### config.mk
export PLATFORM = sky130hd
export DESIGN_NAME = redirect_ctrl
export DESIGN_NICKNAME = d
export VERILOG_FILES = /design/src/rtl/redirect_pkg.sv /design/src/rtl/branch_resolve.sv /design/src/rtl/redirect_arb.sv /design/src/rtl/exc_capture.sv /design/src/rtl/redirect_ctrl.sv
export SDC_FILE = /design/constraint.sdc
export NUM_CORES = 1
export LEC_CHECK = 0
export BUFFER_PORTS_ARGS = -buffer_cell sky130_fd_sc_hd__buf_2
export CORE_MARGIN = 2
export CORE_UTILIZATION = 48
export CTS_CLUSTER_SIZE = 8
export DETAILED_ROUTE_END_ITERATION = 10
export PLACE_DENSITY_LB_ADDON = 0.12
export REMOVE_ABC_BUFFERS = 1
export SETUP_SLACK_MARGIN = 0.2
export SLEW_MARGIN = 20
export SYNTH_ARGS = -nofsm -noshare
export SYNTH_HDL_FRONTEND = slang
export SYNTH_HIERARCHICAL = 1
export SYNTH_SLANG_ARGS = --single-unit
### constraint.sdc
create_clock -name clk -period 3.1 [get_ports clk]
set_clock_uncertainty 0.05 [all_clocks]
set_input_delay 0 -clock clk [delete_from_list [all_inputs] [get_ports clk]]
set_output_delay 0 -clock clk [all_outputs]
set_load 0.1 [all_outputs]
### src/rtl/redirect_pkg.sv
package redirect_pkg;
  localparam int XLEN    = 32;
  localparam int CAUSE_W = 5;

  typedef enum logic [1:0] {
    SEL_SEQ = 2'd0,
    SEL_BR  = 2'd1,
    SEL_EXC = 2'd2
  } pc_sel_e;

  localparam logic [CAUSE_W-1:0] CAUSE_NONE  = 5'd0;
  localparam logic [CAUSE_W-1:0] CAUSE_UNDEF = 5'd10;
  localparam logic [CAUSE_W-1:0] CAUSE_OVF   = 5'd12;
endpackage

### src/rtl/branch_resolve.sv
module branch_resolve #(
  parameter int W = 32
) (
  input  logic [W-1:0] pc,
  input  logic [W-1:0] offset,
  input  logic [W-1:0] op_a,
  input  logic [W-1:0] op_b,
  input  logic         is_branch,
  input  logic         invert,
  output logic [W-1:0] target,
  output logic         taken
);
  localparam int WORD_SHIFT = 2;
  localparam logic [W-1:0] INSN_BYTES = W'(4);

  logic same;

  always_comb begin
    target = pc + INSN_BYTES + (offset << WORD_SHIFT);
    same   = (op_a == op_b);
    taken  = is_branch && (same ^ invert);
  end
endmodule

### src/rtl/redirect_arb.sv
module redirect_arb
  import redirect_pkg::*;
#(
  parameter int W = 32,
  parameter logic [W-1:0] HANDLER = 32'h8000_0180
) (
  input  logic         clk,
  input  logic         rst,
  input  logic [W-1:0] cur_pc,
  input  logic [W-1:0] br_target,
  input  logic         br_taken,
  input  logic         ovf,
  output logic [1:0]   sel,
  output logic [W-1:0] nxt,
  output logic         fl_ifid,
  output logic         fl_idex,
  output logic         fl_exmem
);
  localparam logic [W-1:0] STEP = W'(4);

  pc_sel_e sel_e;

  always_comb begin
    if (ovf)           sel_e = SEL_EXC;
    else if (br_taken) sel_e = SEL_BR;
    else               sel_e = SEL_SEQ;

    unique case (sel_e)
      SEL_EXC: nxt = HANDLER;
      SEL_BR:  nxt = br_target;
      default: nxt = cur_pc + STEP;
    endcase

    fl_ifid  = (sel_e != SEL_SEQ);
    fl_idex  = (sel_e == SEL_EXC);
    fl_exmem = (sel_e == SEL_EXC);
    sel      = sel_e;
  end

  assert_ovf_flush_all_R7: assert property (@(posedge clk) disable iff (rst)
    ovf |-> (fl_ifid && fl_idex && fl_exmem && nxt == HANDLER));
  assert_ovf_over_branch_R9: assert property (@(posedge clk) disable iff (rst)
    (ovf && br_taken) |-> (sel == 2'd2));
  assert_branch_single_flush_R3: assert property (@(posedge clk) disable iff (rst)
    (br_taken && !ovf) |-> (fl_ifid && !fl_idex && !fl_exmem && nxt == br_target));
  assert_quiet_no_flush_R2: assert property (@(posedge clk) disable iff (rst)
    (!br_taken && !ovf) |-> (!fl_ifid && !fl_idex && !fl_exmem));
endmodule

### src/rtl/exc_capture.sv
module exc_capture
  import redirect_pkg::*;
#(
  parameter int W  = 32,
  parameter int CW = 5
) (
  input  logic          clk,
  input  logic          rst,
  input  logic          ovf,
  input  logic [W-1:0]  saved_pc_in,
  output logic [W-1:0]  saved_pc,
  output logic [CW-1:0] code
);
  always_ff @(posedge clk) begin
    if (rst) begin
      saved_pc <= '0;
      code     <= CW'(CAUSE_NONE);
    end else if (ovf) begin
      saved_pc <= saved_pc_in;
      code     <= CW'(CAUSE_OVF);
    end
  end

  assert_capture_R8: assert property (@(posedge clk) disable iff (rst)
    ($past(ovf) && !$past(rst)) |-> (saved_pc == $past(saved_pc_in) && code == CW'(12)));
  assert_hold_R11: assert property (@(posedge clk) disable iff (rst)
    (!$past(ovf) && !$past(rst)) |-> ($stable(saved_pc) && $stable(code)));
endmodule

### src/rtl/redirect_ctrl.sv
module redirect_ctrl
  import redirect_pkg::*;
#(
  parameter int W  = XLEN,
  parameter int CW = CAUSE_W,
  parameter logic [W-1:0] HANDLER  = 32'h8000_0180,
  parameter logic [W-1:0] RESET_PC = 32'h0000_0000
) (
  input  logic          clk,
  input  logic          rst,
  input  logic [W-1:0]  id_pc,
  input  logic [W-1:0]  id_offset,
  input  logic [W-1:0]  rs_val,
  input  logic [W-1:0]  rt_val,
  input  logic          id_branch,
  input  logic          br_ne,
  input  logic          ex_ovf,
  input  logic [W-1:0]  ex_pc,
  output logic [W-1:0]  fetch_pc,
  output logic [W-1:0]  next_pc,
  output logic [1:0]    pc_sel,
  output logic          flush_ifid,
  output logic          flush_idex,
  output logic          flush_exmem,
  output logic [W-1:0]  epc,
  output logic [CW-1:0] cause
);
  logic [W-1:0] br_target;
  logic         br_taken;

  branch_resolve #(.W(W)) u_br (
    .pc(id_pc), .offset(id_offset), .op_a(rs_val), .op_b(rt_val),
    .is_branch(id_branch), .invert(br_ne),
    .target(br_target), .taken(br_taken)
  );

  redirect_arb #(.W(W), .HANDLER(HANDLER)) u_arb (
    .clk(clk), .rst(rst), .cur_pc(fetch_pc), .br_target(br_target),
    .br_taken(br_taken), .ovf(ex_ovf), .sel(pc_sel), .nxt(next_pc),
    .fl_ifid(flush_ifid), .fl_idex(flush_idex), .fl_exmem(flush_exmem)
  );

  exc_capture #(.W(W), .CW(CW)) u_exc (
    .clk(clk), .rst(rst), .ovf(ex_ovf), .saved_pc_in(ex_pc),
    .saved_pc(epc), .code(cause)
  );

  always_ff @(posedge clk) begin
    if (rst) fetch_pc <= RESET_PC;
    else     fetch_pc <= next_pc;
  end

  assert_pc_follows_R10: assert property (@(posedge clk) disable iff (rst)
    !$past(rst) |-> (fetch_pc == $past(next_pc)));
  assert_reset_state_R1: assert property (@(posedge clk)
    $past(rst) |-> (fetch_pc == RESET_PC && epc == '0 && cause == '0));
endmodule

==> impl_metrics.env, run 1 <==
export IMPL_crit_fanout=3
export IMPL_synth_edf_count=0
export IMPL_grt_pass1_vias=6534
export IMPL_place_congestion=0.8584
export IMPL_slowest_delay_ps=350
export IMPL_reg2reg_depth=8
export IMPL_rsz0062_at_grt="true"
export IMPL_num_vias=6562
export IMPL_leakagePower_nw=4.090
export IMPL_powerDensity_nw_per_um2=433.0
export IMPL_initialDrtViolationCount=493
export IMPL_path_delay_family="compound AO/OA/AOI/OAI gates"
export IMPL_n_antenna_cell=0
export IMPL_crit_reg2reg_launch="fetch_pc[3]"
export IMPL_crit_buf_inv=4
export IMPL_min_to="fetch_pc[1]"
export IMPL_yosysTopAreaCell="dfxtp_1"
export IMPL_path_cells="buf_2, ha_4, ha_4, fa_2, a211oi_2, o21ai_2, o2111ai_2, a21oi_2, buf_4, a221o_1, a211o_1, nor2_2, a311oi_2, buf_4, buf_12"
export IMPL_die_x_um=113.2
export IMPL_cap_viol_max_count=0
export IMPL_yosysMostFrequentCell="nor2_1"
export IMPL_use_met3=0.05303
export IMPL_crit_required_ps=3050
export IMPL_cpMaxStageDelayCell="fa_2"
export IMPL_cts_root_buf="clkbuf_16"
export IMPL_grt_max_degree=66
export IMPL_r2r_end="fetch_pc[28]"
export IMPL_ys_top_cells_by_count="nor2_1, dfxtp_1, ha_1"
export IMPL_firstDrtPassIters=8
export IMPL_synthTopCellsByArea="dfxtp_1, ha_1, xor2_1"
export IMPL_async_flop_share=0
export IMPL_fin_util=0.7584
export IMPL_grt_use_met2=0.5285
export IMPL_viasPerCell=5.721
export IMPL_worst_setup_path_type="in2out"
export IMPL_min_from="id_pc[1]"
export IMPL_dp_cells=1091
export IMPL_die_h_um=113.2
export IMPL_h_tree_depth=3
export IMPL_cts_tree="done"
export IMPL_clock_fmax_mhz=341.8
export IMPL_synth_ff_type="dfxtp_1"
export IMPL_peakVddDrop_mv=0.5387
export IMPL_area_growth_pct=52.64
export IMPL_synth_top_cell_area_share=0.2274
export IMPL_drt_wl_total_um=19940
export IMPL_finalCritPeriodShare=0.9438
export IMPL_outcome="finished, violations left"
export IMPL_antenna_left=0
export IMPL_hold_depth=4
export IMPL_start_util=0.4968
export IMPL_drt_wirelength_per_cell_um=17.39
export IMPL_fin_nets=1223
export IMPL_io_pins=271
export IMPL_cts_sinks=65
export IMPL_rrSetupSlack_ps=690
export IMPL_hp_class="in2reg"
export IMPL_antenna_found_initial=0
export IMPL_ys_seq_area_frac=0.2274
export IMPL_crit_path_start_kind="primary input"
export IMPL_grt_busiest_layer="met2"
export IMPL_critical_path_arrival_ps=2880
export IMPL_clkLatencyLatePin_ps=320
export IMPL_syn_area_per_cell_sq_um=8.502
export IMPL_violations="DRC"
export IMPL_synth_cell_types=76
export IMPL_drc=18
export IMPL_dp_hpwl_um=14310
export IMPL_setup_viol=0
export IMPL_fin_cells=1147
export IMPL_final_max_slew_viol_count=0
export IMPL_cts_clk_slew_worst_paths_ps=60
export IMPL_numPortBuffers=265
export IMPL_grt_pass1_wl_um=30730
export IMPL_worst_pin_slew_ps=797.6
export IMPL_use_met1=0.3352
export IMPL_ys_ff_latch=65
export IMPL_clockBufferDepth=2
export IMPL_yosys_warnings=6
export IMPL_grt_usage=0.2920
export IMPL_fin_worst_hold_slack_ps=114.8
export IMPL_fin_setup_tns_ps=0
export IMPL_crit_path_end_kind="primary output"
export IMPL_syn_cell_area_sq_um=5722
export IMPL_hold_viol_final=0
export IMPL_core_sq_um=11520
export IMPL_drive_gt1_frac=0.4133
export IMPL_grt_overflow=0
export IMPL_dieArea_sq_um=12810
export IMPL_numCtsBuffers=9
export IMPL_num_rows=39
export IMPL_fin_crit_ps=2926
export IMPL_slew_headroom=0.4634
export IMPL_netlist_instances=673
==> power breakdown <==
part	leakage, nW	internal, mW	switching (mW)
combinational	3.41	0.650	1.19
clock	0.142	0.641	0.370
sequential	0.536	0.882	0.0473
total	4.09	2.17	1.61
==> worst reg2reg max path: cells and delay by family, from the launching register on <==
family	cells	cell delay, ps
and+or+nand+nor	4	900
DFF	1	410
buffers and inverters	2	400
AOI/OAI and AO/OA	1	310
adders and majority gates	1	260
==> through the flow <==
stage | instance area (sq um) | power [mW] | setup WS (ps)
2_1_floorplan | 5459 | 2.089 | -5457
4_1_cts | 8479 | 3.710 | 169.1
6_report | 8733 | 3.782 | 174.1
3_3_place_gp | 7731 | 2.614 | -134.2
5_1_grt | 8733 | 3.938 | 84.11
3_5_place_dp | 7731 | 2.637 | -139.9
==> placed cells by master (no fill, tap or decap), drive strengths merged, types with 20 or more instances in the layout <==
master and count:
buf 321, nor2 76, dfxtp 65, ha 58
xor2 47, nor2b 37, mux2i 36, nand2 35
dlygate4sd3 32, a21oi 27, nand3 21, o21ai 20
==> final cells by class <==
type | count | area, sq um
clock inverter | 5 | 55.05
tap | 143 | 178.9
sequential | 65 | 1309
timing repair buffer | 353 | 2479
fill | 854 | 2783
clock buffer | 11 | 242.7
multi-input combinational | 554 | 4405
inverter | 16 | 63.81
==> sequential cells by signal, indices dropped and copies added, names as in the netlist <==
signal / flops
fetch_pc: 32
u_exc/code: 1
u_exc/saved_pc: 32
==> routing by layer <==
layer | routed length, um | part of all wire
met2 | 10110 | 0.51
met1 | 7660 | 0.38
met5 | 0 | 0
met4 | 809 | 0.041
met3 | 1365 | 0.068
==> worst max-delay path by stage <==
stage | end | slack [ps] | from | cells after the start
5_1_grt | next_pc[28] | 80 | id_offset[2] | 13
6_report | next_pc[27] | 170 | id_offset[1] | 15
4_1_cts | next_pc[28] | 170 | id_offset[2] | 13
3_3_place_gp | fetch_pc[29] | -130 | id_offset[1] | 14
2_1_floorplan | fetch_pc[28] | -5460 | rt_val[31] | 9
3_5_place_dp | next_pc[25] | -140 | id_offset[1] | 15
==> timing repair <==
item                                    in CTS  in global routing
pin swaps                                   13                 27
endpoints found under the setup margin      13                 22
resized for setup                           26                 44
endpoints found under the hold margin       32                  0
hold buffers                                32                  0
buffers inserted                             1                  7
==> kinds of logic (layout without fill, tap and decap cells) <==
logic type | Yosys count | in the layout | synth area share
compound gates | 134 | 134 | 0.1798
xor+xnor | 63 | 63 | 0.09643
flops | 65 | 65 | 0.2274
simple gates | 259 | 259 | 0.2447
fa+ha+maj | 59 | 59 | 0.1303
mux | 36 | 36 | 0.06298
buf+inv | 56 | 385 | 0.05773
other cells | 1 | 3 | 0.0006554
Note: power is estimated with default switching activity, not from simulation.
==> run 2: changes to the inputs <==
CORE_UTILIZATION = 44   (was 48)
CTS_BUF_LIST = sky130_fd_sc_hd__clkbuf_4 sky130_fd_sc_hd__clkbuf_8   (was not set)
clock period = 2.46 ns   (was 3.1 ns; I/O delays follow)
==> run 2 against run 1 <==
The flow finishes with violations (setup timing); core utilization rose by 7.9 points; sequential power is 25% higher; global-route usage barely moved; setup slack worse by 720 ps; hold slack worse by 34 ps; clock-buffer cell count down 1; sequential cell count unchanged; register-to-register slack worse by 610 ps; final cell count is 14% higher; power rose by 34%; critical endpoint is now next_pc[15]; highest routed layer unchanged.
==> impl_metrics.env, run 2 (synthesis results as in run 1) <==
export IMPL_antenna_found_initial=0
export IMPL_final_max_slew_viol_count=0
export IMPL_area_growth_pct=85.48
export IMPL_crit_path_end_kind="primary output"
export IMPL_core_sq_um=12670
export IMPL_stdcell_area_sq_um=10610
export IMPL_path_cells="buf_6, ha_4, ha_4, fa_2, a211oi_2, o21ai_2, buf_4, buf_6, o21a_4, a21o_1, a21oi_2, xnor2_1, nor2_1, a311oi_2, buf_4, buf_12"
export IMPL_num_rows=41
export IMPL_num_vias=7320
export IMPL_leakagePower_nw=4.851
export IMPL_hp_class="in2reg"
export IMPL_crit_path_start_kind="primary input"
export IMPL_finalCritPeriodShare=1.221
export IMPL_cts_clk_slew_worst_paths_ps=80
export IMPL_drt_wirelength_per_cell_um=18.32
export IMPL_dieArea_sq_um=13930
export IMPL_slew_headroom=0.3647
export IMPL_outcome="finished, violations left"
export IMPL_crit_required_ps=2410
export IMPL_viasPerCell=5.609
export IMPL_clkLatencyLatePin_ps=330
export IMPL_fin_worst_hold_slack_ps=80.34
export IMPL_grt_overflow=0
export IMPL_clockBufferDepth=2
export IMPL_violations="setup timing"
export IMPL_initialDrtViolationCount=552
export IMPL_h_tree_depth=3
export IMPL_rsz0062_at_grt="true"
export IMPL_crit_fanout=4
export IMPL_grt_pass1_wl_um=33840
export IMPL_grt_usage=0.2916
export IMPL_hold_viol_final=0
export IMPL_num_fill_cells=739
export IMPL_peakVddDrop_mv=0.5052
export IMPL_cpMaxStageDelayCell="fa_2"
export IMPL_die_h_um=118.0
export IMPL_antenna_left=0
export IMPL_grt_pass1_vias=7131
export IMPL_cts_root_buf="clkbuf_8"
export IMPL_setup_ws_ps=-544.2
export IMPL_slowest_delay_ps=400
export IMPL_fin_crit_ps=3004
export IMPL_drt_wl_total_um=23910
export IMPL_cts_tree="done"
export IMPL_setup_viol=36
export IMPL_numCtsBuffers=9
export IMPL_worst_setup_path_type="in2out"
export IMPL_cts_sinks=65
export IMPL_drc=0
export IMPL_placedInstanceArea_sq_um=8661
export IMPL_die_x_um=118.0
export IMPL_grt_max_degree=55
export IMPL_fin_nets=1352
export IMPL_dp_hpwl_um=15290
export IMPL_largest_registers="fetch_pc (32), u_exc/saved_pc (32), u_exc/code (1)"
export IMPL_place_congestion=0.9219
export IMPL_drive_gt1_frac=0.5410
export IMPL_worst_pin_slew_ps=952.9
export IMPL_n_antenna_cell=0
export IMPL_io_pins=271
export IMPL_layout_common_cells="buf_2, buf_4, dfxtp_1"
export IMPL_cap_viol_max_count=0
export IMPL_numPortBuffers=265
export IMPL_clock_fmax_mhz=332.9
export IMPL_critical_path_arrival_ps=2950
export IMPL_powerDensity_nw_per_um2=477.4
export IMPL_fin_util=0.8376
export IMPL_start_util=0.4516
export IMPL_layout_cells_most_common="buf_2"
export IMPL_power_mw=5.066
export IMPL_firstDrtPassIters=5
==> run 2: cell types whose count changed in the layout (fill, tap and decap cells not counted), moves of 11 or more <==
cell / delta
nor2_1: -13
buf_4: +97
buf_2: -15
buf_12: +11
ha_4: +15
ha_1: -13
buf_6: +33
==> run 2: layout make-up <==
type                       instances  area (sq um)  share of cell area
clock buffer                      10         131.4             0.01238
inverter                          16         63.81            0.006013
sequential                        65          1310              0.1234
multi-input combinational        554          5045              0.4754
tap                              172         215.2             0.02028
timing repair buffer             482          3779              0.3560
clock inverter                     6         68.82            0.006484
==> run 2: power by group <==
| part | switching [mW] | internal (mW) |
|---|---|---|
| Combinational | 1.76 | 1.22 |
| Sequential | 0.0508 | 1.11 |
| Clock | 0.443 | 0.481 |
| Total | 2.25 | 2.81 |
==> run 2: layer usage <==
metal,global-route usage,routed length [um],vias to the layer above
met1,0.3341,8924,3494
met5,0,0,-
met3,0.05378,1409,94
li1,-,-,3375
met4,0.09337,1048,0
met2,0.5425,12530,357
==> run 2: path summary, 6_finish.rpt <==
check                                         from                  to  slack (ps)  cells past startpoint
worst max register to register         fetch_pc[7]        fetch_pc[15]          80                      7
worst min register to register  u_exc/saved_pc[24]  u_exc/saved_pc[24]         450                      2
worst max-delay path                      id_pc[3]         next_pc[15]        -540                     16
worst min-delay path                           rst         fetch_pc[9]          80                      2
==> run 2: worst max-delay path: cells and delay by family <==
family | cells | cell delay (ps)
and+or+nand+nor | 1 | 80
AOI/OAI and AO/OA | 6 | 1220
buffers and inverters | 5 | 710
xor gates and xnor gates | 1 | 140
adders and majority gates | 3 | 790
==> run 2: through the flow <==
step	setup slack [ps]	instances	TNS, ps
floorplan	-6097	635	-179950
global placement	-743.4	1223	-17570
detailed placement	-766.9	1223	-18600
CTS	-506.4	1290	-5896
global route	-574.1	1305	-11390
finish	-544.2	1305	-8724
==> run 2: timing repair <==
action                                  CTS  global route
endpoints found under the setup margin   52            55
hold buffers                             32             0
hold endpoints to repair                 32             0
gates cloned                              0             2
buffers inserted                         19            13
pin swaps                                70            39
resized for setup                       113           101
==> run 3: changes to the inputs <==
--- a/config.mk
+++ b/config.mk
@@ -8,4 +8,6 @@
 export BUFFER_PORTS_ARGS = -buffer_cell sky130_fd_sc_hd__buf_2
+export CELL_PAD_IN_SITES_DETAIL_PLACEMENT = 1
+export CELL_PAD_IN_SITES_GLOBAL_PLACEMENT = 1
 export CORE_MARGIN = 2
-export CORE_UTILIZATION = 44
+export CORE_UTILIZATION = 31
 export CTS_BUF_LIST = sky130_fd_sc_hd__clkbuf_4 sky130_fd_sc_hd__clkbuf_8
==> constraint.sdc (replaced) <==
create_clock -name clk -period 2.46 [get_ports clk]
set_clock_uncertainty 0.05 [all_clocks]
set_input_delay 0.492 -clock clk [delete_from_list [all_inputs] [get_ports clk]]
set_output_delay 0.492 -clock clk [all_outputs]
set_load 0.1 [all_outputs]
==> run 3 against run 2 <==
The flow still finishes with violations (setup timing); clock power rose by 2.3%; setup slack got worse by 890 ps; register-to-register slack got worse by 250 ps; final area fell by 1.5%; die area rose by 40%.
==> impl_metrics.env, run 3 (synthesis results as in run 1) <==
export IMPL_cts_sinks=65
export IMPL_place_congestion=0.8495
export IMPL_hp_class="in2reg"
export IMPL_drive_gt1_frac=0.5587
export IMPL_die_h_um=139.9
export IMPL_clkLatencyLatePin_ps=350
export IMPL_setup_viol=66
export IMPL_post_place_ws_ps=-1940
export IMPL_crit_reg2reg_launch="fetch_pc[3]"
export IMPL_stdcell_area_sq_um=10460
export IMPL_fin_util=0.5802
export IMPL_reg2reg_depth=10
export IMPL_cp_startpoint="id_offset[2]"
export IMPL_final_max_slew_viol_count=0
export IMPL_antenna_found_initial=0
export IMPL_die_x_um=139.9
export IMPL_fin_crit_ps=3898
export IMPL_finalCritPeriodShare=1.584
export IMPL_clock_fmax_mhz=256.6
export IMPL_numCtsBuffers=9
export IMPL_leakagePower_nw=4.874
export IMPL_rsz0062_at_grt="true"
export IMPL_setup_ws_ps=-1438
export IMPL_io_pins=271
export IMPL_worst_setup_path_type="in2out"
export IMPL_grt_usage=0.2428
export IMPL_fin_setup_tns_ps=-55730
export IMPL_crit_path_end_kind="primary output"
export IMPL_placedInstanceArea_sq_um=8905
export IMPL_drc=0
export IMPL_crit_fanout=2
export IMPL_worst_pin_slew_ps=637.3
export IMPL_violations="setup timing"
export IMPL_clockBufferDepth=2
export IMPL_critical_path_arrival_ps=3360
export IMPL_firstDrtPassIters=4
export IMPL_grt_max_degree=50
export IMPL_slew_headroom=0.5751
export IMPL_hold_depth=3
export IMPL_h_tree_depth=3
export IMPL_cts_tree="done"
export IMPL_viasPerCell=5.182
export IMPL_numPortBuffers=265
export IMPL_crit_path_start_kind="primary input"
export IMPL_cts_root_buf="clkbuf_8"
export IMPL_layout_common_cells="buf_2, buf_4, dfxtp_1"
export IMPL_grt_overflow=0
export IMPL_dieArea_sq_um=19560
export IMPL_drt_wl_total_um=25780
export IMPL_min_from="ex_pc[15]"
export IMPL_initialDrtViolationCount=229
export IMPL_power_mw=5.022
export IMPL_hold_viol_final=0
export IMPL_fin_worst_hold_slack_ps=324.4
export IMPL_fin_cells=1344
export IMPL_cts_clk_slew_worst_paths_ps=80
export IMPL_outcome="finished, violations left"
export IMPL_antenna_left=0
export IMPL_hold_buffers=0
export IMPL_peakVddDrop_mv=0.2919
export IMPL_n_antenna_cell=0
export IMPL_dp_hpwl_um=18590
export IMPL_area_growth_pct=82.79
export IMPL_dp_cells=1297
export IMPL_layout_cells_most_common="buf_2"
export IMPL_grt_pass1_vias=7704
export IMPL_grt_pass1_wl_um=39100
export IMPL_powerDensity_nw_per_um2=480.2
export IMPL_start_util=0.3174
export IMPL_num_vias=6965
export IMPL_cap_viol_max_count=0
export IMPL_core_sq_um=18020
export IMPL_crit_required_ps=1920
export IMPL_fin_nets=1334
export IMPL_num_rows=49
export IMPL_drt_wirelength_per_cell_um=19.18
export IMPL_largest_registers="fetch_pc (32), u_exc/saved_pc (32), u_exc/code (1)"
run 3: cell count changes in the layout (fill, tap and decap cells not counted), moves of 6 or more:
cell and change:
ha_1 +8, dlygate4sd3_1 -32, nor2b_4 +10, ha_4 -6, buf_4 +13, nor2b_1 -7
run 3: worst max-delay path: stages:
cell and delay (ps):
buf_2 120, ha_4 250, ha_1 280, a21oi_1 100, nand4b_1 300, a32oi_4 280
buf_6 130, buf_6 90, a41oi_2 110, o32ai_2 290, xor2_1 220, nor2_2 70
a2111oi_2 280, buf_4 180, buf_12 170
run 3: timing repair:
action                     4_1_cts  5_1_grt
gates resized for setup        154       62
cloned                           2        0
setup endpoints to repair       66       66
pin swaps                       66       34
setup buffers                   16       13
run 3: final cells by class:
type / instances / area [sq um]
tap: 229 / 286.5
fill: 2090 / 7566
timing repair buffer: 464 / 3615
inverter: 16 / 77.57
clock inverter: 5 / 55.05
multi-input combinational: 554 / 4979
clock buffer: 11 / 145.1
sequential: 65 / 1301
run 3: layer usage:
metal	up-vias	GRT usage	routed length, um
li1	3340	-	-
met1	3386	0.2822	10370
met2	199	0.4714	13920
met3	40	0.02959	913
met4	0	0.05263	582
met5	-	0	0
run 3: final timing paths:
check	to	slack (ps)
worst max-delay path	next_pc[30]	-1440
worst min register to register	u_exc/saved_pc[0]	440
worst min-delay path	u_exc/saved_pc[15]	320
worst max register to register	fetch_pc[15]	-170
run 3: power by group:
part	internal, mW	switching (mW)
clock network	0.504	0.440
logic	1.17	1.76
registers	1.11	0.0399
total	2.78	2.24
